File: src/rtl/adc_seq_pkg.sv
package adc_seq_pkg;

    localparam int FRAME_BITS = 16;
    localparam int CMD_BITS   = 8;

    // Bit order is decoded by the converter; MSB leaves first.
    typedef struct packed {
        logic       single_end;
        logic       odd_sign;
        logic [1:0] chan_sel;
        logic       unipolar;
        logic       wide_span;
        logic       nap;
        logic       sleep;
    } adc_cmd_t;

    typedef enum logic [3:0] {
        S_IDLE,
        S_CNV,
        S_WAIT_LO,
        S_WAIT_HI,
        S_FRAME,
        S_SLEEP,
        S_WAKE_CNV,
        S_WAKE_FRAME,
        S_SETTLE
    } seq_state_e;

    function automatic logic [FRAME_BITS-1:0] build_frame(input adc_cmd_t cmd);
        return {cmd, {(FRAME_BITS-CMD_BITS){1'b0}}};
    endfunction

endpackage

File: src/rtl/adc_seq_timer.sv
module adc_seq_timer #(
    parameter int CNT_W = 24
) (
    input  logic             clk,
    input  logic             rst,
    input  logic             load,
    input  logic [CNT_W-1:0] load_val,
    input  logic             dec,
    output logic             zero
);
    logic [CNT_W-1:0] cnt_q;

    always_ff @(posedge clk) begin
        if (rst) begin
            cnt_q <= '0;
        end else if (load) begin
            cnt_q <= load_val;
        end else if (dec && (cnt_q != '0)) begin
            cnt_q <= cnt_q - 1'b1;
        end
    end

    assign zero = (cnt_q == '0);
endmodule

File: src/rtl/adc_seq_shifter.sv
module adc_seq_shifter #(
    parameter int SCK_HALF   = 2,
    parameter int FRAME_BITS = 16
) (
    input  logic                  clk,
    input  logic                  rst,
    input  logic                  start,
    input  logic [FRAME_BITS-1:0] tx_word,
    input  logic                  sdo_i,
    output logic                  active,
    output logic                  sck_o,
    output logic                  sdi_o,
    output logic                  done,
    output logic [FRAME_BITS-1:0] rx_word
);
    localparam int PH_W  = (SCK_HALF > 1) ? $clog2(SCK_HALF) : 1;
    localparam int BIT_W = $clog2(FRAME_BITS);
    localparam logic [PH_W-1:0]  PH_LAST  = PH_W'(SCK_HALF - 1);
    localparam logic [BIT_W-1:0] BIT_LAST = BIT_W'(FRAME_BITS - 1);

    logic [PH_W-1:0]       phase_q;
    logic [BIT_W-1:0]      bit_q;
    logic                  sck_q;
    logic                  act_q;
    logic [FRAME_BITS-1:0] tx_q;
    logic [FRAME_BITS-1:0] rx_q;
    logic                  ph_end;

    assign ph_end = (phase_q == PH_LAST);
    assign done   = act_q && ph_end && sck_q && (bit_q == BIT_LAST);

    always_ff @(posedge clk) begin
        if (rst) begin
            phase_q <= '0;
            bit_q   <= '0;
            sck_q   <= 1'b0;
            act_q   <= 1'b0;
            tx_q    <= '0;
            rx_q    <= '0;
        end else if (start && !act_q) begin
            act_q   <= 1'b1;
            phase_q <= '0;
            bit_q   <= '0;
            sck_q   <= 1'b0;
            tx_q    <= tx_word;
        end else if (act_q) begin
            if (!ph_end) begin
                phase_q <= phase_q + 1'b1;
            end else begin
                phase_q <= '0;
                if (!sck_q) begin
                    // rising edge: converter samples SDI, host samples SDO
                    sck_q <= 1'b1;
                    rx_q  <= {rx_q[FRAME_BITS-2:0], sdo_i};
                end else begin
                    // falling edge: next command bit goes out
                    sck_q <= 1'b0;
                    tx_q  <= {tx_q[FRAME_BITS-2:0], 1'b0};
                    if (bit_q == BIT_LAST) begin
                        act_q <= 1'b0;
                    end else begin
                        bit_q <= bit_q + 1'b1;
                    end
                end
            end
        end
    end

    assign active  = act_q;
    assign sck_o   = sck_q;
    assign sdi_o   = tx_q[FRAME_BITS-1];
    assign rx_word = rx_q;
endmodule

File: src/rtl/adc_seq_host.sv
module adc_seq_host
    import adc_seq_pkg::*;
#(
    parameter int RES_BITS = 16,
    parameter int SCK_HALF = 2,
    parameter int CNV_CYC  = 3,
    parameter int TMO_CYC  = 256,
    parameter int CNT_W    = 24
) (
    input  logic             clk,
    input  logic             rst,
    input  logic             req_valid,
    output logic             req_ready,
    input  logic             req_single_end,
    input  logic             req_odd_sign,
    input  logic [1:0]       req_chan,
    input  logic             req_unipolar,
    input  logic             req_wide,
    input  logic             req_nap,
    input  logic             req_sleep,
    input  logic             wake_req,
    input  logic [CNT_W-1:0] wake_cycles,
    output logic             adc_cnv,
    input  logic             adc_busy,
    output logic             adc_rd_n,
    output logic             adc_sck,
    output logic             adc_sdi,
    input  logic             adc_sdo,
    output logic             res_valid,
    output logic [15:0]      res_data,
    output logic [7:0]       res_cmd,
    output logic             tmo_err,
    output logic             asleep
);
    localparam int DROP_BITS = FRAME_BITS - RES_BITS;
    localparam logic [CNT_W-1:0] CNV_LOAD = CNT_W'(CNV_CYC - 1);
    localparam logic [CNT_W-1:0] TMO_LOAD = CNT_W'(TMO_CYC - 1);

    seq_state_e state_q, state_d;
    adc_cmd_t   cur_cmd_q, last_cmd_q;
    logic       prev_ok_q;
    logic       tmr_load, tmr_dec, tmr_zero;
    logic [CNT_W-1:0] tmr_val;
    logic       sh_start, sh_active, sh_done;
    logic       tmo_hit;
    logic       take_req, take_wake;
    logic [FRAME_BITS-1:0] rx_word, aligned;

    adc_seq_timer #(.CNT_W(CNT_W)) u_timer (
        .clk      (clk),
        .rst      (rst),
        .load     (tmr_load),
        .load_val (tmr_val),
        .dec      (tmr_dec),
        .zero     (tmr_zero)
    );

    adc_seq_shifter #(.SCK_HALF(SCK_HALF), .FRAME_BITS(FRAME_BITS)) u_shift (
        .clk     (clk),
        .rst     (rst),
        .start   (sh_start),
        .tx_word (build_frame(cur_cmd_q)),
        .sdo_i   (adc_sdo),
        .active  (sh_active),
        .sck_o   (adc_sck),
        .sdi_o   (adc_sdi),
        .done    (sh_done),
        .rx_word (rx_word)
    );

    generate
        if (DROP_BITS == 0) begin : g_full
            assign aligned = rx_word;
        end else begin : g_trim
            assign aligned = rx_word >> DROP_BITS;
        end
    endgenerate

    always_comb begin
        state_d   = state_q;
        tmr_load  = 1'b0;
        tmr_val   = '0;
        tmr_dec   = 1'b0;
        sh_start  = 1'b0;
        tmo_hit   = 1'b0;
        take_req  = 1'b0;
        take_wake = 1'b0;
        unique case (state_q)
            S_IDLE: begin
                if (req_valid) begin
                    take_req = 1'b1;
                    tmr_load = 1'b1;
                    tmr_val  = CNV_LOAD;
                    state_d  = S_CNV;
                end
            end
            S_CNV: begin
                if (tmr_zero) begin
                    tmr_load = 1'b1;
                    tmr_val  = TMO_LOAD;
                    state_d  = S_WAIT_LO;
                end else begin
                    tmr_dec = 1'b1;
                end
            end
            S_WAIT_LO: begin
                tmr_dec = 1'b1;
                if (tmr_zero) begin
                    tmo_hit = 1'b1;
                    state_d = S_IDLE;
                end else if (!adc_busy) begin
                    state_d = S_WAIT_HI;
                end
            end
            S_WAIT_HI: begin
                tmr_dec = 1'b1;
                if (adc_busy) begin
                    sh_start = 1'b1;
                    state_d  = S_FRAME;
                end else if (tmr_zero) begin
                    tmo_hit = 1'b1;
                    state_d = S_IDLE;
                end
            end
            S_FRAME: begin
                if (sh_done) begin
                    state_d = cur_cmd_q.sleep ? S_SLEEP : S_IDLE;
                end
            end
            S_SLEEP: begin
                if (wake_req) begin
                    take_wake = 1'b1;
                    tmr_load  = 1'b1;
                    tmr_val   = CNV_LOAD;
                    state_d   = S_WAKE_CNV;
                end
            end
            S_WAKE_CNV: begin
                if (tmr_zero) begin
                    sh_start = 1'b1;
                    state_d  = S_WAKE_FRAME;
                end else begin
                    tmr_dec = 1'b1;
                end
            end
            S_WAKE_FRAME: begin
                if (sh_done) begin
                    tmr_load = 1'b1;
                    tmr_val  = wake_cycles;
                    state_d  = S_SETTLE;
                end
            end
            S_SETTLE: begin
                if (tmr_zero) begin
                    state_d = S_IDLE;
                end else begin
                    tmr_dec = 1'b1;
                end
            end
            default: state_d = S_IDLE;
        endcase
    end

    always_ff @(posedge clk) begin
        if (rst) begin
            state_q    <= S_IDLE;
            cur_cmd_q  <= '0;
            last_cmd_q <= '0;
            prev_ok_q  <= 1'b0;
            res_valid  <= 1'b0;
            res_data   <= '0;
            res_cmd    <= '0;
            tmo_err    <= 1'b0;
        end else begin
            state_q   <= state_d;
            res_valid <= 1'b0;
            tmo_err   <= tmo_hit;
            if (take_req) begin
                cur_cmd_q <= adc_cmd_t'({req_single_end, req_odd_sign, req_chan,
                                         req_unipolar, req_wide, req_nap, req_sleep});
            end
            if (take_wake) begin
                cur_cmd_q       <= last_cmd_q;
                cur_cmd_q.sleep <= 1'b0;
            end
            if (tmo_hit) begin
                prev_ok_q <= 1'b0;
            end
            if (sh_done) begin
                last_cmd_q <= cur_cmd_q;
                prev_ok_q  <= 1'b1;
                if (prev_ok_q && (state_q == S_FRAME)) begin
                    res_valid <= 1'b1;
                    res_data  <= aligned;
                    res_cmd   <= last_cmd_q;
                end
            end
        end
    end

    assign req_ready = (state_q == S_IDLE);
    assign asleep    = (state_q == S_SLEEP);
    assign adc_cnv   = (state_q == S_CNV) || (state_q == S_WAKE_CNV);
    assign adc_rd_n  = ~sh_active;
endmodule

File: config.mk
export PLATFORM = sky130hd
export DESIGN_NAME = adc_seq_host
export DESIGN_NICKNAME = d
export VERILOG_FILES = /design/src/rtl/adc_seq_pkg.sv /design/src/rtl/adc_seq_timer.sv /design/src/rtl/adc_seq_shifter.sv /design/src/rtl/adc_seq_host.sv
export SDC_FILE = /design/constraint.sdc
export NUM_CORES = 1
export LEC_CHECK = 0
export BUFFER_PORTS_ARGS = -buffer_cell sky130_fd_sc_hd__buf_2
export CAP_MARGIN = 25
export CORE_MARGIN = 5
export CORE_UTILIZATION = 45
export CTS_CLUSTER_DIAMETER = 150
export DETAILED_ROUTE_END_ITERATION = 7
export PLACE_DENSITY = 0.79
export SETUP_SLACK_MARGIN = 0.2
export SLEW_MARGIN = 20
export SYNTH_ARGS = -nofsm -noshare
export SYNTH_HDL_FRONTEND = slang
export SYNTH_SLANG_ARGS = --single-unit
export TNS_END_PERCENT = 10
File: constraint.sdc
create_clock -name clk -period 2.14 [get_ports clk]
set_input_delay 0 -clock clk [delete_from_list [all_inputs] [get_ports clk]]
set_output_delay 0 -clock clk [all_outputs]
set_load 0.005 [all_outputs]
==> summary.md <==
| Metric | Value |
|---|---|
| Status | `finished, violations left` |
| Failing checks | `negative setup slack` |
| R2R setup slack | `-0.23 ns` |
| Worst-path maximum fanout | `8` |
| Multi-input logic area | `0.00284 sq mm` |
| Total GRT Usage | `0.219` |
| Initial Utilization | `0.464` |
| Hold Path Cell Cnt | `3` |
| WL/cell | `16.2 microns` |
| RR Startpoint | `u_timer.cnt_q[0]` |
| Peak supply drop | `0.000626 V` |
| Kind of critical path | `reg2reg` |
| HPWL Detailed | `9820 microns` |
| Layout cells sized above 1 | `0.301` |
| Layout filler cell count | `867` |
| Synth Area in Simple Gates | `0.291` |
| Clock Tree Root | `clkbuf_8` |
| Via count | `5151` |
| Final net count | `804` |
| Die Wd | `114 microns` |
| Post-synth EDFFs | `0` |
| Leakage | `2.54 nW` |
| Synth-to-layout area growth | `34.4%` |
| Syn nets | `656` |
| Yosys cell types | `68` |
| Crit path cell chain | `inv_2, ha_4, nor4b_4, buf_4, nand4_1, or4_4, a21o_4, nor2_1, a311oi_2` |
| CP startpoint kind | `flop` |
| Largest family of logic cells by synthesized area | `simple AND/OR/NAND/NOR gates` |
| Num rows | `37` |
| Routability cong. | `0.882` |
| Worst path arrival time | `2.61 ns` |
| Clock Path Buffers | `2` |
| Ranking of synthesized cells by area | `dfxtp_1 (42%), nand2_1 (12%), a21oi_1 (7.5%)` |
| Max Fclk | `422 MHz` |
| #FFs+latches synth | `102` |
| Minimum clock period | `2.37 ns` |
| Diodes inserted | `0` |
| Worst flop-to-flop path endpoint | `u_shift.tx_q[13]` |
| Final non-filler cell area | `0.00650 sq mm` |
| Port bufs | `69` |
| Final worst slack | `-0.231 ns` |
| CP required | `2.38 ns` |
| Register area | `0.00205 sq mm` |
| Post-synthesis mux area share | `0.0106` |
| RSZ-0062 raised after global routing | `true` |
| Relative slew slack | `0.672` |
| Initial DRC Count | `446` |
| Primary FF master, synth | `dfxtp_1` |
| Clock-pin slew on the worst setup and hold paths | `0.10 ns` |
| Largest net degree at the start of global routing | `44` |
| GRT Residual Overflow | `0` |
| Vert. Die Dim | `114 microns` |
| Detailed-route wire length | `14600 microns` |
| Fin. Hold Viols | `0` |
| Adder-cell share of the synthesized area | `0.00518` |
| H-tree lvl count | `3` |
| Vias in the first global route | `5231` |
| Slowest stage delay, CP | `0.53 ns` |
| Pwr Density | `1220 mW/mm^2` |
| Max-slew violation count | `0` |
| Min-delay src | `req_sleep` |
| Final Util | `0.624` |
| Post-synth top area cell | `dfxtp_1` |
| Worst-Skew Late Latency | `0.37 ns` |
| Hold Path Sink | `cur_cmd_q[0]` |
| Fin crit share | `1.11` |
| Detailed Routing Iterations Pass 1 | `6` |
| R2R depth | `9` |
| Final number of setup-violating endpoints | `38` |
| Core Region | `0.0104 sq mm` |
| Clock Skew | `0.00930 ns` |
| Synth Area in XOR/XNOR | `0.0217` |
| Syn avg cell area | `7.85 sq um` |
| Synth warn | `0` |
| CTS tree | `built` |
| Pre-CTS setup slack | `-0.135 ns` |
| Via-to-Cell Ratio | `5.70` |
| Placed Area | `0.00565 sq mm` |
| Crit. End Element | `flop` |
| Clock sink count | `102` |
| Worst Tran Pin Value | `0.489 ns` |
| Ys async rst share | `0` |
| DRC | `0` |
| Critical path's slowest cell | `or4_4` |
| First-pass GRT wire length | `23700 microns` |
| Mapped Cells | `616` |
| HP Class | `in2reg` |
| Initial antenna violation count | `0` |
| Synth top area share | `0.422` |
| Sequential share of the synthesized area | `0.422` |
| IO Count | `70` |
| Synthesized area | `0.00483 sq mm` |
| Max-Cap Viols | `0` |
| Antenna-violating nets left | `0` |
| Synth Area in Compound Gates | `0.205` |
| Die area | `0.0129 sq mm` |
| CTS Buf Count | `9` |
-- logic make-up (layout without fill, tap and decap cells) --
family	Yosys count	in the layout
and+or+nand+nor	302	302
adders and majority gates	2	2
xor gates and xnor gates	12	12
muxes	5	5
buffers and inverters	46	196
DFF	102	102
AOI/OAI and AO/OA	147	149
-- state kept, by name (all words and copies together) (netlist names) --
signal,cells
u_shift.ph_end,1
u_shift.active,1
prev_ok_q,1
state_q,4
u_shift.rx_word,16
res_valid,1
res_data,16
u_shift.bit_q,4
u_shift.tx_q,8
res_cmd,8
cur_cmd_q,8
u_shift.sck_o,1
last_cmd_q,8
tmo_err,1
u_timer.cnt_q,24
-- cell type report --
type                    count  area share
inverters                   8     0.00462
well taps                 136      0.0262
multi-input cells         470       0.438
repair buffers            173       0.188
flip-flops and latches    102       0.315
clock inverters             5     0.00770
clock buffers              10      0.0212
-- where the power goes --
group,internal (mW),switching [mW]
sequential,2.13,0.246
combinational,2.05,2.31
clock,0.478,0.712
total,4.66,3.27
-- worst max-delay path: cells and delay by family (launching register included) --
kind                     cells  cell delay, ns
flip-flops                   1            0.34
AND/OR/NAND/NOR              4            1.15
buffers and inverters        2            0.25
AO/OA/AOI/OAI                2            0.35
adder cells (fa/ha/maj)      1            0.14
-- what timing repair did --
item                                   4_1_cts  5_1_grt
setup endpoints to repair                   43       67
pin swaps                                   11       11
endpoints found under the hold margin       30        0
gates resized for setup                     18       35
buffers inserted                             3       10
hold buffers                                31        0
gates cloned                                 1        2
-- per-layer routing --
layer  up-vias  part of all wire  track usage
li1       2465                 -            -
met1      2418              0.42        0.266
met2       233              0.49        0.378
met3        35             0.067       0.0488
met4         0             0.021       0.0841
met5         -                 0            0
-- cell usage after synthesis, types with 2 or more instances --
master / count
o31ai_1: 2
buf_2: 2
nand3_1: 14
or4_1: 3
o21ai_0: 16
a22oi_1: 5
o221a_2: 2
nor3_2: 2
xor2_1: 7
inv_1: 8
dfxtp_1: 102
nand4_1: 9
mux2i_1: 4
nand2_1: 150
nor3_1: 22
a31oi_1: 3
or3_1: 3
clkbuf_1: 30
nor4_1: 9
o21a_1: 2
ha_1: 2
or2_2: 3
nor2_1: 60
a211oi_1: 9
a221oi_1: 4
a311oi_2: 7
o22ai_1: 7
nor2b_1: 3
buf_4: 2
o221ai_1: 2
xnor2_1: 5
and3_1: 3
a21oi_1: 72
and2_1: 4
buf_6: 2
nand2b_1: 2
a2111oi_1: 3
-- worst max path at each step --
stage | startpoint | end | slack (ns) | cells after the start
2_1_floorplan | u_shift.bit_q[0] | u_timer.cnt_q[23] | 0.03 | 8
3_3_place_gp | u_timer.cnt_q[0] | u_timer.cnt_q[16] | -0.04 | 10
3_5_place_dp | u_timer.cnt_q[0] | u_timer.cnt_q[17] | -0.14 | 9
4_1_cts | u_timer.cnt_q[0] | u_shift.tx_q[10] | -0.07 | 9
5_1_grt | u_timer.cnt_q[1] | u_shift.tx_q[12] | -0.28 | 9
6_report | u_timer.cnt_q[0] | u_shift.tx_q[13] | -0.23 | 9
-- metrics by stage --
stage	setup TNS (ns)	instances	hold WS, ns	power, mW
3_3_place_gp	-0.0408	842	0.255	5.69
4_1_cts	-0.713	892	0.00335	7.27
5_1_grt	-7.81	904	0.0383	8.36
3_5_place_dp	-1.33	842	0.259	5.80
6_report	-5.16	904	0.0164	7.93
2_1_floorplan	0	616	0.136	4.54
-- placed cells by master, fill, tap and decap left out, drive strengths merged, types with 4 or more instances in the layout --
master | synthesis | layout
nand2 | 150 | 150
buf | 7 | 142
dfxtp | 102 | 102
a21oi | 72 | 72
nor2 | 60 | 60
dlygate4sd3 | 0 | 31
nor3 | 25 | 25
o21ai | 16 | 16
nand3 | 14 | 14
inv | 8 | 12
clkbuf | 31 | 10
nor4 | 10 | 10
a211oi | 10 | 10
nand4 | 9 | 9
a311oi | 7 | 7
xor2 | 7 | 7
o22ai | 7 | 7
xnor2 | 5 | 5
a22oi | 5 | 5
and2 | 4 | 4
mux2i | 4 | 4
or2 | 4 | 4
or4 | 4 | 4
and3 | 4 | 4
a221oi | 4 | 4
a2111oi | 4 | 4
Note: power is estimated with default switching activity, not from simulation.
